File: config.mk
export PLATFORM = sky130hd
export DESIGN_NAME = spi_cmd_decoder
export DESIGN_NICKNAME = d
export VERILOG_FILES = /design/src/rtl/spi_cmd_pkg.sv /design/src/rtl/spi_pin_sync.sv /design/src/rtl/spi_frame_rx.sv /design/src/rtl/spi_tx_stream.sv /design/src/rtl/spi_cmd_decoder.sv
export SDC_FILE = /design/constraint.sdc
export NUM_CORES = 1
export LEC_CHECK = 0
export ABC_AREA = 1
export BUFFER_PORTS_ARGS = -buffer_cell sky130_fd_sc_hd__buf_2
export CAP_MARGIN = 25
export CORE_AREA = 2 2 125 127
export CTS_CLUSTER_DIAMETER = 40
export DETAILED_ROUTE_END_ITERATION = 10
export DIE_AREA = 0 0 127 129
export PLACE_DENSITY_LB_ADDON = 0.08
export REMOVE_ABC_BUFFERS = 1
export SLEW_MARGIN = 20
export SYNTH_ARGS = -nofsm -noshare
export SYNTH_HDL_FRONTEND = slang
export SYNTH_HIERARCHICAL = 1
export SYNTH_SLANG_ARGS = --single-unit
File: constraint.sdc
create_clock -name clk -period 1.8 [get_ports clk]
set_clock_uncertainty 0.1 [all_clocks]
set_input_delay 0.36 -clock clk [delete_from_list [all_inputs] [get_ports clk]]
set_output_delay 0.36 -clock clk [all_outputs]
set_load 0.01 [all_outputs]
File: src/rtl/spi_cmd_pkg.sv
package spi_cmd_pkg;
  localparam int RSV_W  = 5;
  localparam int PAGE_W = 10;
  localparam int BYTE_W = 9;
  localparam int ADDR_W = RSV_W + PAGE_W + BYTE_W;
  localparam int KEEP_W = PAGE_W + BYTE_W;
  localparam logic [2:0] ADDR_BYTES = 3'(ADDR_W / 8);

  typedef enum logic [1:0] {PH_IDLE, PH_OPC, PH_HDR, PH_DATA} phase_t;

  function automatic logic [2:0] hdr_bytes(input logic [7:0] op);
    case (op)
      8'h57, 8'hD7:               return 3'd0;
      8'h52, 8'h68, 8'hD2, 8'hE8: return ADDR_BYTES + 3'd4;
      8'h54, 8'h56, 8'hD4, 8'hD6: return ADDR_BYTES + 3'd1;
      default:                    return ADDR_BYTES;
    endcase
  endfunction

  function automatic logic is_status(input logic [7:0] op);
    return (op == 8'h57) || (op == 8'hD7);
  endfunction

  function automatic logic is_buf_only(input logic [7:0] op);
    case (op)
      8'h84, 8'h87, 8'h54, 8'h56, 8'hD4, 8'hD6: return 1'b1;
      default:                                  return 1'b0;
    endcase
  endfunction

  function automatic logic is_read(input logic [7:0] op);
    case (op)
      8'h52, 8'h68, 8'hD2, 8'hE8,
      8'h54, 8'h56, 8'hD4, 8'hD6,
      8'h57, 8'hD7:               return 1'b1;
      default:                    return 1'b0;
    endcase
  endfunction
endpackage

File: src/rtl/spi_pin_sync.sv
module spi_pin_sync #(
  parameter int W = 3,
  parameter int STAGES = 2,
  parameter logic [W-1:0] RST_VAL = '0
) (
  input  logic         clk,
  input  logic         rst_n,
  input  logic [W-1:0] d,
  output logic [W-1:0] q
);
  logic [W-1:0] chain [STAGES+1];

  assign chain[0] = d;

  for (genvar g = 0; g < STAGES; g++) begin : g_stage
    always_ff @(posedge clk or negedge rst_n) begin
      if (!rst_n) chain[g+1] <= RST_VAL;
      else        chain[g+1] <= chain[g];
    end
  end

  assign q = chain[STAGES];
endmodule

File: src/rtl/spi_frame_rx.sv
module spi_frame_rx
  import spi_cmd_pkg::*;
(
  input  logic              clk,
  input  logic              rst_n,
  input  logic              sel,
  input  logic              sel_fall,
  input  logic              sck_lvl,
  input  logic              sck_rise,
  input  logic              si_lvl,
  output logic              mode_hi,
  output logic              cmd_valid,
  output logic [7:0]        cmd_opcode,
  output logic [PAGE_W-1:0] cmd_page,
  output logic [BYTE_W-1:0] cmd_byte,
  output logic              wr_valid,
  output logic [7:0]        wr_data,
  output logic              rd_phase
);
  phase_t            phase;
  logic [6:0]        sh;
  logic [2:0]        bit_cnt;
  logic [2:0]        hdr_cnt;
  logic [7:0]        op_r;
  logic [KEEP_W-1:0] addr;
  logic              rd_cls;

  logic [7:0]        byte_in;
  logic [7:0]        op_cur;
  logic [KEEP_W-1:0] addr_cur;
  logic              hdr_done;

  assign byte_in = {sh, si_lvl};

  always_comb begin
    op_cur   = (phase == PH_OPC) ? byte_in : op_r;
    addr_cur = addr;
    hdr_done = 1'b0;
    if (phase == PH_OPC) begin
      addr_cur = '0;
      hdr_done = (hdr_bytes(byte_in) == 3'd0);
    end else if (phase == PH_HDR) begin
      if (hdr_cnt < ADDR_BYTES) addr_cur = {addr[KEEP_W-9:0], byte_in};
      hdr_done = ((hdr_cnt + 3'd1) == hdr_bytes(op_r));
    end
  end

  always_ff @(posedge clk or negedge rst_n) begin
    if (!rst_n) begin
      phase      <= PH_IDLE;
      mode_hi    <= 1'b1;
      sh         <= '0;
      bit_cnt    <= '0;
      hdr_cnt    <= '0;
      op_r       <= '0;
      addr       <= '0;
      rd_cls     <= 1'b0;
      cmd_valid  <= 1'b0;
      cmd_opcode <= '0;
      cmd_page   <= '0;
      cmd_byte   <= '0;
      wr_valid   <= 1'b0;
      wr_data    <= '0;
    end else begin
      cmd_valid <= 1'b0;
      wr_valid  <= 1'b0;
      if (sel_fall) begin
        mode_hi <= sck_lvl;
        phase   <= PH_OPC;
        bit_cnt <= '0;
        hdr_cnt <= '0;
        rd_cls  <= 1'b0;
      end else if (!sel) begin
        phase <= PH_IDLE;
      end else if (sck_rise && phase != PH_IDLE) begin
        sh      <= byte_in[6:0];
        bit_cnt <= bit_cnt + 3'd1;
        if (bit_cnt == 3'd7) begin
          case (phase)
            PH_OPC: begin
              op_r  <= byte_in;
              phase <= PH_HDR;
            end
            PH_HDR: begin
              addr    <= addr_cur;
              hdr_cnt <= hdr_cnt + 3'd1;
            end
            PH_DATA: begin
              if (!rd_cls) begin
                wr_valid <= 1'b1;
                wr_data  <= byte_in;
              end
            end
            default: ;
          endcase
          if (hdr_done) begin
            phase      <= PH_DATA;
            rd_cls     <= is_read(op_cur);
            cmd_valid  <= 1'b1;
            cmd_opcode <= op_cur;
            cmd_page   <= (is_buf_only(op_cur) || is_status(op_cur)) ? '0
                          : addr_cur[KEEP_W-1:BYTE_W];
            cmd_byte   <= is_status(op_cur) ? '0 : addr_cur[BYTE_W-1:0];
          end
        end
      end
    end
  end

  assign rd_phase = (phase == PH_DATA) && rd_cls;
endmodule

File: src/rtl/spi_tx_stream.sv
module spi_tx_stream (
  input  logic       clk,
  input  logic       rst_n,
  input  logic       rd_phase,
  input  logic       sck_fall,
  input  logic [7:0] rd_data,
  input  logic       rd_valid,
  output logic       rd_ready,
  output logic       so,
  output logic       so_oe
);
  logic [7:0] hold;
  logic       hold_full;
  logic [7:0] tx_sh;
  logic [2:0] out_cnt;

  assign rd_ready = rd_phase && !hold_full;

  always_ff @(posedge clk or negedge rst_n) begin
    if (!rst_n) begin
      hold      <= '0;
      hold_full <= 1'b0;
      tx_sh     <= '1;
      out_cnt   <= '0;
    end else if (!rd_phase) begin
      hold_full <= 1'b0;
      tx_sh     <= '1;
      out_cnt   <= '0;
    end else begin
      if (sck_fall) begin
        if (out_cnt == 3'd0) begin
          tx_sh     <= hold_full ? hold : 8'hFF;
          hold_full <= 1'b0;
        end else begin
          tx_sh <= {tx_sh[6:0], 1'b1};
        end
        out_cnt <= out_cnt + 3'd1;
      end
      if (rd_valid && rd_ready) begin
        hold      <= rd_data;
        hold_full <= 1'b1;
      end
    end
  end

  assign so    = tx_sh[7];
  assign so_oe = rd_phase;
endmodule

File: src/rtl/spi_cmd_decoder.sv
module spi_cmd_decoder
  import spi_cmd_pkg::*;
#(
  parameter int SYNC_STAGES = 2
) (
  input  logic              clk,
  input  logic              rst_n,
  input  logic              cs_n,
  input  logic              sck,
  input  logic              si,
  output logic              so,
  output logic              so_oe,
  output logic              mode_hi,
  input  logic [7:0]        rd_data,
  input  logic              rd_valid,
  output logic              rd_ready,
  output logic              cmd_valid,
  output logic [7:0]        cmd_opcode,
  output logic [PAGE_W-1:0] cmd_page,
  output logic [BYTE_W-1:0] cmd_byte,
  output logic [7:0]        wr_data,
  output logic              wr_valid
);
  logic [2:0] pins_s;
  logic       cs_n_s, sck_s, si_s;
  logic       cs_n_d, sck_d;
  logic       sel_s, sel_fall, sck_rise, sck_fall;
  logic       rd_phase;

  spi_pin_sync #(.W(3), .STAGES(SYNC_STAGES), .RST_VAL(3'b110)) u_sync (
    .clk(clk), .rst_n(rst_n), .d({cs_n, sck, si}), .q(pins_s)
  );

  assign {cs_n_s, sck_s, si_s} = pins_s;

  always_ff @(posedge clk or negedge rst_n) begin
    if (!rst_n) begin
      cs_n_d <= 1'b1;
      sck_d  <= 1'b1;
    end else begin
      cs_n_d <= cs_n_s;
      sck_d  <= sck_s;
    end
  end

  assign sel_s    = !cs_n_s;
  assign sel_fall = cs_n_d && !cs_n_s;
  assign sck_rise = !sck_d && sck_s;
  assign sck_fall = sck_d && !sck_s;

  spi_frame_rx u_rx (
    .clk(clk), .rst_n(rst_n), .sel(sel_s), .sel_fall(sel_fall),
    .sck_lvl(sck_s), .sck_rise(sck_rise), .si_lvl(si_s),
    .mode_hi(mode_hi), .cmd_valid(cmd_valid), .cmd_opcode(cmd_opcode),
    .cmd_page(cmd_page), .cmd_byte(cmd_byte),
    .wr_valid(wr_valid), .wr_data(wr_data), .rd_phase(rd_phase)
  );

  spi_tx_stream u_tx (
    .clk(clk), .rst_n(rst_n), .rd_phase(rd_phase), .sck_fall(sck_fall),
    .rd_data(rd_data), .rd_valid(rd_valid), .rd_ready(rd_ready),
    .so(so), .so_oe(so_oe)
  );
endmodule

# --- After elaboration in Yosys (flattened, before gate mapping) ---
# Index checks and enable logic that the tools add are counted.
classes:
  muxes: 60
  addsub: 3
  n_lt_le_gt_ge: 1
  n_reduce_logical: 42
  bitwise_logic: 3
  n_eq_ne: 41
ops:
  columns: ["operator", "n"]
  rows:
  - ["8-bit == test, second input constant", 17]
  - ["8-bit by 7-bit == test with 1-bit output, second input constant", 15]
  - ["19-bit 2-to-1 mux", 3]
  - ["8-bit 2-to-1 mux", 5]
  - ["3-bit 2-to-1 mux", 13]
  - ["1-bit 2-to-1 mux", 29]
  - ["3-bit case mux with 3 select lines", 2]
  - ["4-bit OR reduction", 4]
  - ["2-bit 2-to-1 mux", 6]
  - ["4-bit AND reduction", 3]
  - ["10-bit 2-to-1 mux", 1]
  - ["5-bit AND reduction", 2]
  - ["2-bit nonzero test", 5]
  - ["10-bit OR reduction", 1]
  - ["3-bit by 1-bit adder with 3-bit output, second input constant", 3]
  - ["9-bit 2-to-1 mux", 1]
  - ["1-bit logical AND", 7]
  - ["3-bit zero test", 2]
  - ["3-bit != test, second input constant", 2]
  - ["2-bit AND reduction", 3]
  - ["3-bit AND reduction", 2]
  - ["6-bit AND reduction", 1]
  - ["3-bit nonzero test", 2]
  - ["6-bit OR reduction", 1]
  - ["11 further kinds", 20]
word_totals:
  wordCells: 172
  in_bits: 14
  register_bits: 109

# --- Logic depth before layout (Yosys ltp) ---
# Gate-level depths: netlist of the first run.
logic_depth:
  word_depth: 15
  mapped_depth: 13
  ltp_nobuf: 13

# --- Cells and area by module ---
# The synthesis of the first run kept the hierarchy.
modules_own_cells:
  columns: ["module", "cells_per_inst", "area_each_um2", "seq_area_each_um2", "instances"]
  rows:
  - ["spi_frame_rx", 443, 3908.7, 2028.2, 1]
  - ["spi_tx_stream", 109, 987.2, 510.5, 1]
  - ["spi_pin_sync", 9, 177.7, 155.1, 1]
  - ["spi_cmd_decoder", 9, 78.8, 52.6, 1]

# --- Least setup slack after synthesis of the first run ---
# No wires, ideal clock.
synth_path:
  path_type: "register -> register"
  from: "register u_sync.chain, in the netlist u_sync/q[1]"
  to: "register u_rx.addr[10]"
  required_ns: 1.581
  path_stages_with_launch: 12
  arrival_time_ns: 1.716
  slack_ns: -0.135
  n_path_buf: 3
  period_less_slack_ns: 1.935
  path_cell_list: "dfstp_2 buf_4 inv_1 nor2_1 o21ai_2 inv_2 nand2_2 nor2_4 nand2_1 buf_2 buf_2 o21a_1"
synth_via:
  elab_chain_len: 3
synth_lines:
  columns: ["item", "line_no", "rtl"]
  rows:
  - ["start: declaration", "spi_pin_sync.sv:11", "logic [W-1:0] chain [STAGES+1];"]
  - ["start signal: indexed assignment", "spi_pin_sync.sv:18", "else chain[g+1] <= chain[g];"]
  - ["1-bit logical AND", "spi_cmd_decoder.sv:48", "assign sck_rise = !sck_d && sck_s;"]
  - ["named net sck_rise", "spi_cmd_decoder.sv:27", "logic sel_s, sel_fall, sck_rise, sck_fall;"]
  - ["1-bit logical AND", "spi_frame_rx.sv:75", "end else if (sck_rise && phase != PH_IDLE) begin"]
  - ["5-bit AND reduction (no line)", null, null]
  - ["end signal: assignment", "spi_frame_rx.sv:85", "addr <= addr_cur;"]
  - ["end: declaration", "spi_frame_rx.sv:25", "logic [KEEP_W-1:0] addr;"]
# The timed path passes the listed nets, and every way through them passes these cells.
# A chain may end at the register's enable or synchronous reset.

# --- Worst setup path after layout of the first run ---
layout_path:
  from: "register u_rx.phase[0]"
  to: "register u_rx.addr[16]"
layout_via:
  elab_chain_len: 3
  elab_cells_between_ends: 7
  cone_classes: "2 x eq/ne; 2 x mux; 3 x reduce/logical"
layout_lines:
  columns: ["item", "line_no", "rtl"]
  rows:
  - ["start: declaration", "spi_frame_rx.sv:20", "phase_t phase;"]
  - ["start signal: assignment", "spi_frame_rx.sv:50", "phase <= PH_IDLE;"]
  - ["start signal: assignment", "spi_frame_rx.sv:69", "phase <= PH_OPC;"]
  - ["start signal: assignment", "spi_frame_rx.sv:74", "phase <= PH_IDLE;"]
  - ["2-bit == test / 2-bit nonzero test (equally long branches)", "spi_frame_rx.sv:42, spi_frame_rx.sv:79, spi_frame_rx.sv:75", null]
  - ["19-bit 2-to-1 mux / 1-bit logical AND (equally long branches)", "spi_frame_rx.sv:42, spi_frame_rx.sv:75", null]
  - ["19-bit 2-to-1 mux / 5-bit AND reduction (equally long branches)", null, null]
# Parallel ways exist; a longest one is shown, timed or not.

==> results of run 1 <==
[worst register-to-register path: stages (launching register included)]
cell	delay, ns
dfrtp_1	0.39
buf_6	0.14
or2_4	0.26
inv_6	0.08
nand3_4	0.16
buf_12	0.20
inv_12	0.08
a21oi_1	0.08
mux2_2	0.26
[timing repair]
| item | CTS | global route |
|---|---|---|
| resized for setup | 19 | 123 |
| pin swaps | 4 | 16 |
| endpoints found under the setup margin | 49 | 59 |
| hold buffers | 4 | 0 |
| cloned | 0 | 14 |
| buffers inserted | 7 | 11 |
| hold endpoints to repair | 19 | 0 |
[through the flow]
step	hold slack [ns]	cell area, um2	std cells	util [%]	power, uW
2_1_floorplan	-0.03559	4984	545	-	2717
3_3_place_gp	0.2315	5934	836	39.62	2943
3_5_place_dp	0.2381	5934	836	39.62	2951
4_1_cts	0.1148	6441	863	43.01	5344
5_1_grt	0.1324	7189	888	48.00	5520
6_report	0.1313	7189	888	48.00	5305
[where the power goes]
part / switching, uW / internal, uW
sequential: 31.6 / 2500
clock: 939 / 1400
combinational: 264 / 167
total: 1230 / 4070
[cell type report]
cell class	count	area (um2)	share of cell area, %
Sequential cell	109	2746	38.20
Multi-Input combinational cell	381	2437	33.90
Timing Repair Buffer	133	1127	15.68
Clock buffer	11	242.7	3.376
Inverter	57	241.5	3.359
Tap cell	188	235.2	3.272
Clock inverter	5	106.4	1.479
Timing Repair inverter	4	52.55	0.7309
[synthesized netlist by cell type, types with 2 or more instances]
cell type and n:
a21oi_1 36, a21oi_2 8, buf_2 9, buf_4 8
buf_6 3, clkbuf_1 4, dfrtp_1 94, dfstp_2 15
ha_1 5, inv_1 46, inv_2 10, mux2_2 11
nand2_1 140, nand2_2 3, nand2_4 4, nand3_1 24
nor2_1 38, nor2_4 2, nor3_1 4, nor3_4 2
o21a_1 3, o21ai_0 36, o21ai_1 34, o21ai_2 12
o21ai_4 2, o31ai_1 5
[final timing paths]
path / to / slack [ns]
max in group asynchronous: u_tx/tx_sh[6] / 0.62
max: u_rx/addr[16] / -0.07
min in group asynchronous: u_tx/hold[4] / 0.38
min: u_tx/hold[3] / 0.13
max reg2reg: u_rx/addr[16] / -0.07
min reg2reg: u_sync/q[0] / 0.26
[metal layers]
layer / part of all wire, % / global-route usage, % / wire, um / vias up
met3: 4.5 / 5.073 / 659 / 14
met4: 1.6 / 5.236 / 229 / 0
met5: 0 / 0 / 0 / -
li1: - / - / - / 2111
met2: 49 / 26.85 / 7243 / 85
met1: 45 / 21.39 / 6536 / 2144
[sequential cells by signal, indices dropped and copies added (netlist names), 7 cells and up]
| signal | count |
|---|---|
| u_tx/tx_sh | 8 |
| u_rx/op_r | 8 |
| u_tx/hold | 8 |
| u_rx/sh | 7 |
| u_rx/addr | 19 |
| u_rx/wr_data | 8 |
| u_rx/cmd_page | 10 |
| u_rx/cmd_opcode | 8 |
| u_rx/cmd_byte | 9 |
[cell families after synthesis]
family | after synthesis | synth area share [%]
simple gates | 223 | 19.50
compound gates | 139 | 15.88
flops | 109 | 53.30
buf+inv | 82 | 7.528
mux | 11 | 2.404
fa+ha+maj | 5 | 1.214
xor+xnor | 1 | 0.1700
==> impl_results.md, run 1 <==
* Status: finished with violations
* Failing checks: setup timing
* Synth Instances at 570
* Critical R2R Launch: u_rx/phase[0]
* First-pass GRT wire length at between 20 and 25 mm
* Mapped cell area at 5152 um2
* CP required at slightly below 2 ns
* Total gr overflow at 0
* WP data arrival at roughly 2 ns
* Hold Vio Cnt, Final at 0
* Root buffer cell: clkbuf_16
* First drt pass iteration count at 5
* CTS tree: yes
* F_max at between 0.5 and 0.6 GHz
* Die height at 129 um
* Filler cell count at about 1500
* Share of cells above drive strength 1 at ~43%
* H-tree depth at 3
* Critical path start-end classification: reg2reg
* Deepest clock path buffer count at 2
* Cell family with most CP delay: buffers and inverters
* Async set or reset register ratio after synthesis at 100.0%
* Routed Antenna Nets at 0
* Max Slew Vio Count at 0
* Port bufs at 54
* Syn Area/Cell at 9.039 um2
* Min-Delay Path Class: in2reg
* PD cells at 737.8 nW/um2
* Total die area at approximately 16000 um2
* Core box area at 14980 um2
* Initial antenna violation count at 0
* Post-synthesis sequential area ratio at 53.30%
* Startpoint Class: flip-flop
* HPWL Detailed at 8.900 mm
* Setup crit end kind: flip-flop
* Gpl congestion at 0.8519
* Die X at between 100 and 150 um
* Setup violation total in the final timing report at 40
* Setup Total Neg Slack at -1.360 ns
* Critical-path maximum fanout at 7
* Pre-CTS WS at -0.08714 ns
* IO Pins at 55
* Worst-Margin Slew at 0.4205 ns
* Synth top area cells: dfrtp_1 46%, nand2_1 10%, dfstp_2 7.6%
* DR WL/cell at 16.52 um
* Post-synth cell types at 38
* Vias in the first global route at 4128
* Area share of the largest cell type after synthesis at 45.65%
* Largest net degree at the start of global routing at 42
* RSZ-0062 raised after global routing: yes
* Starting Density at 34.40%
* Worst skew pair latency at 0.37 ns
* Largest area contributor in the netlist: dfrtp_1
* Synth warnings at 6
* GRT Total Usage at 16.56%
* DRC viols at 0
* Post-synth EDFFs at 0
* Clock buffer count from CTS at 9
* Total wire length at around 15 mm
* Crit share post-route at 103.9%
* Final nets at 714
* Synthesized flop and latch total at 109
* Worst reg2reg path depth at 8
* # clock sinks at 109
* Final Worst Setup Slack at -0.06971 ns
* Critical path origin: u_rx/phase[0]
* Dominant synthesized flop cell: dfrtp_1
* WP buf/inv at 4
* ANT cells at 0
* Worst hold start: rd_data[3]
* Pleak at 0.003465 uW
* WP depth at 8
* Most common cell after layout, fill and taps aside: nand2_1
* CTS clk-pin slew, worst paths at 0.07 ns
* Syn-to-layout area delta at 39.53%
* Rel. slew slack at between 70 and 80%
* Tmin final at 1.870 ns
* CP cell instances: buf_6, or2_4, inv_6, nand3_4, buf_12, inv_12, a21oi_1, mux2_2
* DR iter-0 viols at 244
* FP Rows at 45
* CP peak stage delay at 0.39 ns
* Worst Hold Depth at 3
* Via density at slightly below 5
* Vias at 4354
* Max Cap Viol at 0
* Commonest cells after routing, fill and taps aside: 110 x nand2_1, 94 x dfrtp_1, 52 x buf_2, 51 x buf_4, 40 x inv_1
* Maximum VDD drop at between 0.4 and 0.5 mV
* Slowest CP cell: dfrtp_1
Note: power is estimated with default switching activity, not from simulation.
==> run 2: changes to the inputs <==
- CORE_AREA: 2 2 125 127 -> 2 2 102 104
- DIE_AREA: 0 0 127 129 -> 0 0 104 106
==> impl_results.md, run 2 (same netlist as run 1, synthesis figures left out) <==
* Maximum VDD drop at 0.4809 mV
* Die height at ~110 um
* Worst-Margin Slew at around 0.6 ns
* Via density at 5.148
* Die X at 104 um
* Vias in the first global route at slightly above 4000
* Starting Density at 51.53%
* Syn-to-layout area delta at 36.86%
* Worst skew pair latency at between 0.3 and 0.4 ns
* HPWL Detailed at 7.784 mm
* Final hold slack at 0.1095 ns
* Finished Cell Area at 7052 um2
* Gpl congestion at 0.8546
* Commonest cells after routing, fill and taps aside: 98 x nand2_1, 93 x dfrtp_1, 51 x buf_2, 47 x buf_4, 42 x inv_1
* Largest registers: u_rx/addr x19, u_rx/cmd_page x10, u_rx/cmd_byte x9
* Total wire length at 13.26 mm
* Hold Vio Cnt, Final at 0
* Max Cap Viol at 0
* Area of the multi-input gates at 2477 um2
* IO Pins at 55
* Total gr overflow at 0
* Vias at 4309
* ANT cells at 0
* FP Rows at 37
* Largest net degree at the start of global routing at 53
* Rel. slew slack at 59.90%
* DR iter-0 viols at approximately 240
* CP required at 1.98 ns
* Final nets at 715
* Status: finished with violations
* Deepest clock path buffer count at 2
* WP data arrival at 2.09 ns
* Tmin final at 1.907 ns
* Max reg flops at 19
* PD cells at approximately 600 nW/um2
* DR WL/cell at ~16 um
* Most common cell after layout, fill and taps aside: nand2_1
* Filler cell count at 751
* Total die area at 11020 um2
* Routed Antenna Nets at 0
* Failing checks: setup timing
* H-tree depth at 3
* Share of cells above drive strength 1 at between 40% and 50%
* Largest Register: u_rx/addr
* Total power at around 4300 uW
* Port bufs at 54
* Setup crit end kind: flip-flop
* Pleak at 0.003416 uW
* Critical path start-end classification: reg2reg
* F_max at 0.5243 GHz
* Dpl cell area at 5817 um2
* Clock buffer count from CTS at 9
* CTS tree: yes
* Setup violation total in the final timing report at 42
* CTS clk-pin slew, worst paths at 0.10 ns
* Seq. cell area at approximately 2700 um2
* Root buffer cell: clkbuf_8
* DRC viols at 0
* Core box area at 10000 um2
* GRT Total Usage at 23.72%
* First drt pass iteration count at 5
* Initial antenna violation count at 0
* # clock sinks at 109
* Min-Delay Path Class: in2reg
* Crit share post-route at 106.0%
* Critical-path maximum fanout at 7
* Max Slew Vio Count at 0
* Final Worst Setup Slack at -0.1074 ns
* Startpoint Class: flip-flop
* RSZ-0062 raised after global routing: yes
* First-pass GRT wire length at 20.45 mm
[run 2: cell types whose count changed in the layout (fill, tap and decap cells not counted), sizes merged]
cell	change
inv	-2
clkbuf	+4
bufinv	-3
clkinvlp	-1
buf	+2
clkinv	+1
[run 2: worst paths after layout]
check                                     start            end  slack [ns]  cells past startpoint
min in group asynchronous                 rst_n   u_tx/hold[0]        0.28                      2
worst min-delay path                 rd_data[1]   u_tx/hold[1]        0.11                      3
max in group asynchronous                 rst_n  u_tx/tx_sh[5]        0.71                      3
worst max register to register      u_sync/q[1]   u_rx/addr[7]       -0.11                     10
worst min register to register  u_sync/chain[3]    u_sync/q[0]        0.26                      0
worst max-delay path                u_sync/q[1]   u_rx/addr[7]       -0.11                     10
[run 2: per-stage QoR]
step           util, %  setup TNS [ns]  instances  worst slack (ns)
2_1_floorplan        -          -17.59        545           -0.5358
3_3_place_gp     58.17         -0.9770        777          -0.09282
3_5_place_dp     58.17          -3.019        777           -0.1760
4_1_cts          64.61          -1.048        817          -0.07876
5_1_grt          70.52          -8.157        837           -0.1832
6_report         70.52          -2.287        837           -0.1074
[run 2: critical path: stages (launching register included)]
cell,delay (ns)
dfstp_2,0.55
inv_2,0.04
nor2_4,0.11
o21ai_4,0.07
inv_2,0.07
nand2_4,0.05
nor2_4,0.16
nand2_4,0.09
buf_12,0.15
buf_12,0.14
mux2_2,0.26
[run 2: timing repair]
item,4_1_cts,5_1_grt
setup endpoints to repair,58,72
gates cloned,4,9
buffers inserted,16,11
endpoints found under the hold margin,18,0
pin swaps,12,13
hold buffers,4,0
gates resized for setup,70,85
[run 2: final cells by class]
| class | count | area share [%] |
|---|---|---|
| clock inverters | 2 | 0.1952 |
| multi-input cells | 381 | 35.13 |
| clock buffers | 14 | 2.023 |
| inverters | 57 | 3.318 |
| well taps | 136 | 2.413 |
| flip-flops and latches | 109 | 38.96 |
| repair inverters | 2 | 0.4613 |
| repair buffers | 136 | 17.49 |
[run 2: per-layer routing]
metal | track usage [%] | up-vias | part of all wire (%)
li1 | - | 2116 | -
met1 | 30.12 | 2066 | 44
met5 | 0 | - | 0
met3 | 5.089 | 28 | 4.0
met2 | 39.61 | 99 | 50
met4 | 9.942 | 0 | 2.2
[run 2: where the power goes]
| part | internal (uW) | total (uW) | switching [uW] | leakage, uW |
|---|---|---|---|---|
| Sequential | 2500 | 2530 | 33.0 | 0.00142 |
| Clock | 511 | 1320 | 807 | 0.0000791 |
| Combinational | 155 | 408 | 253 | 0.00191 |
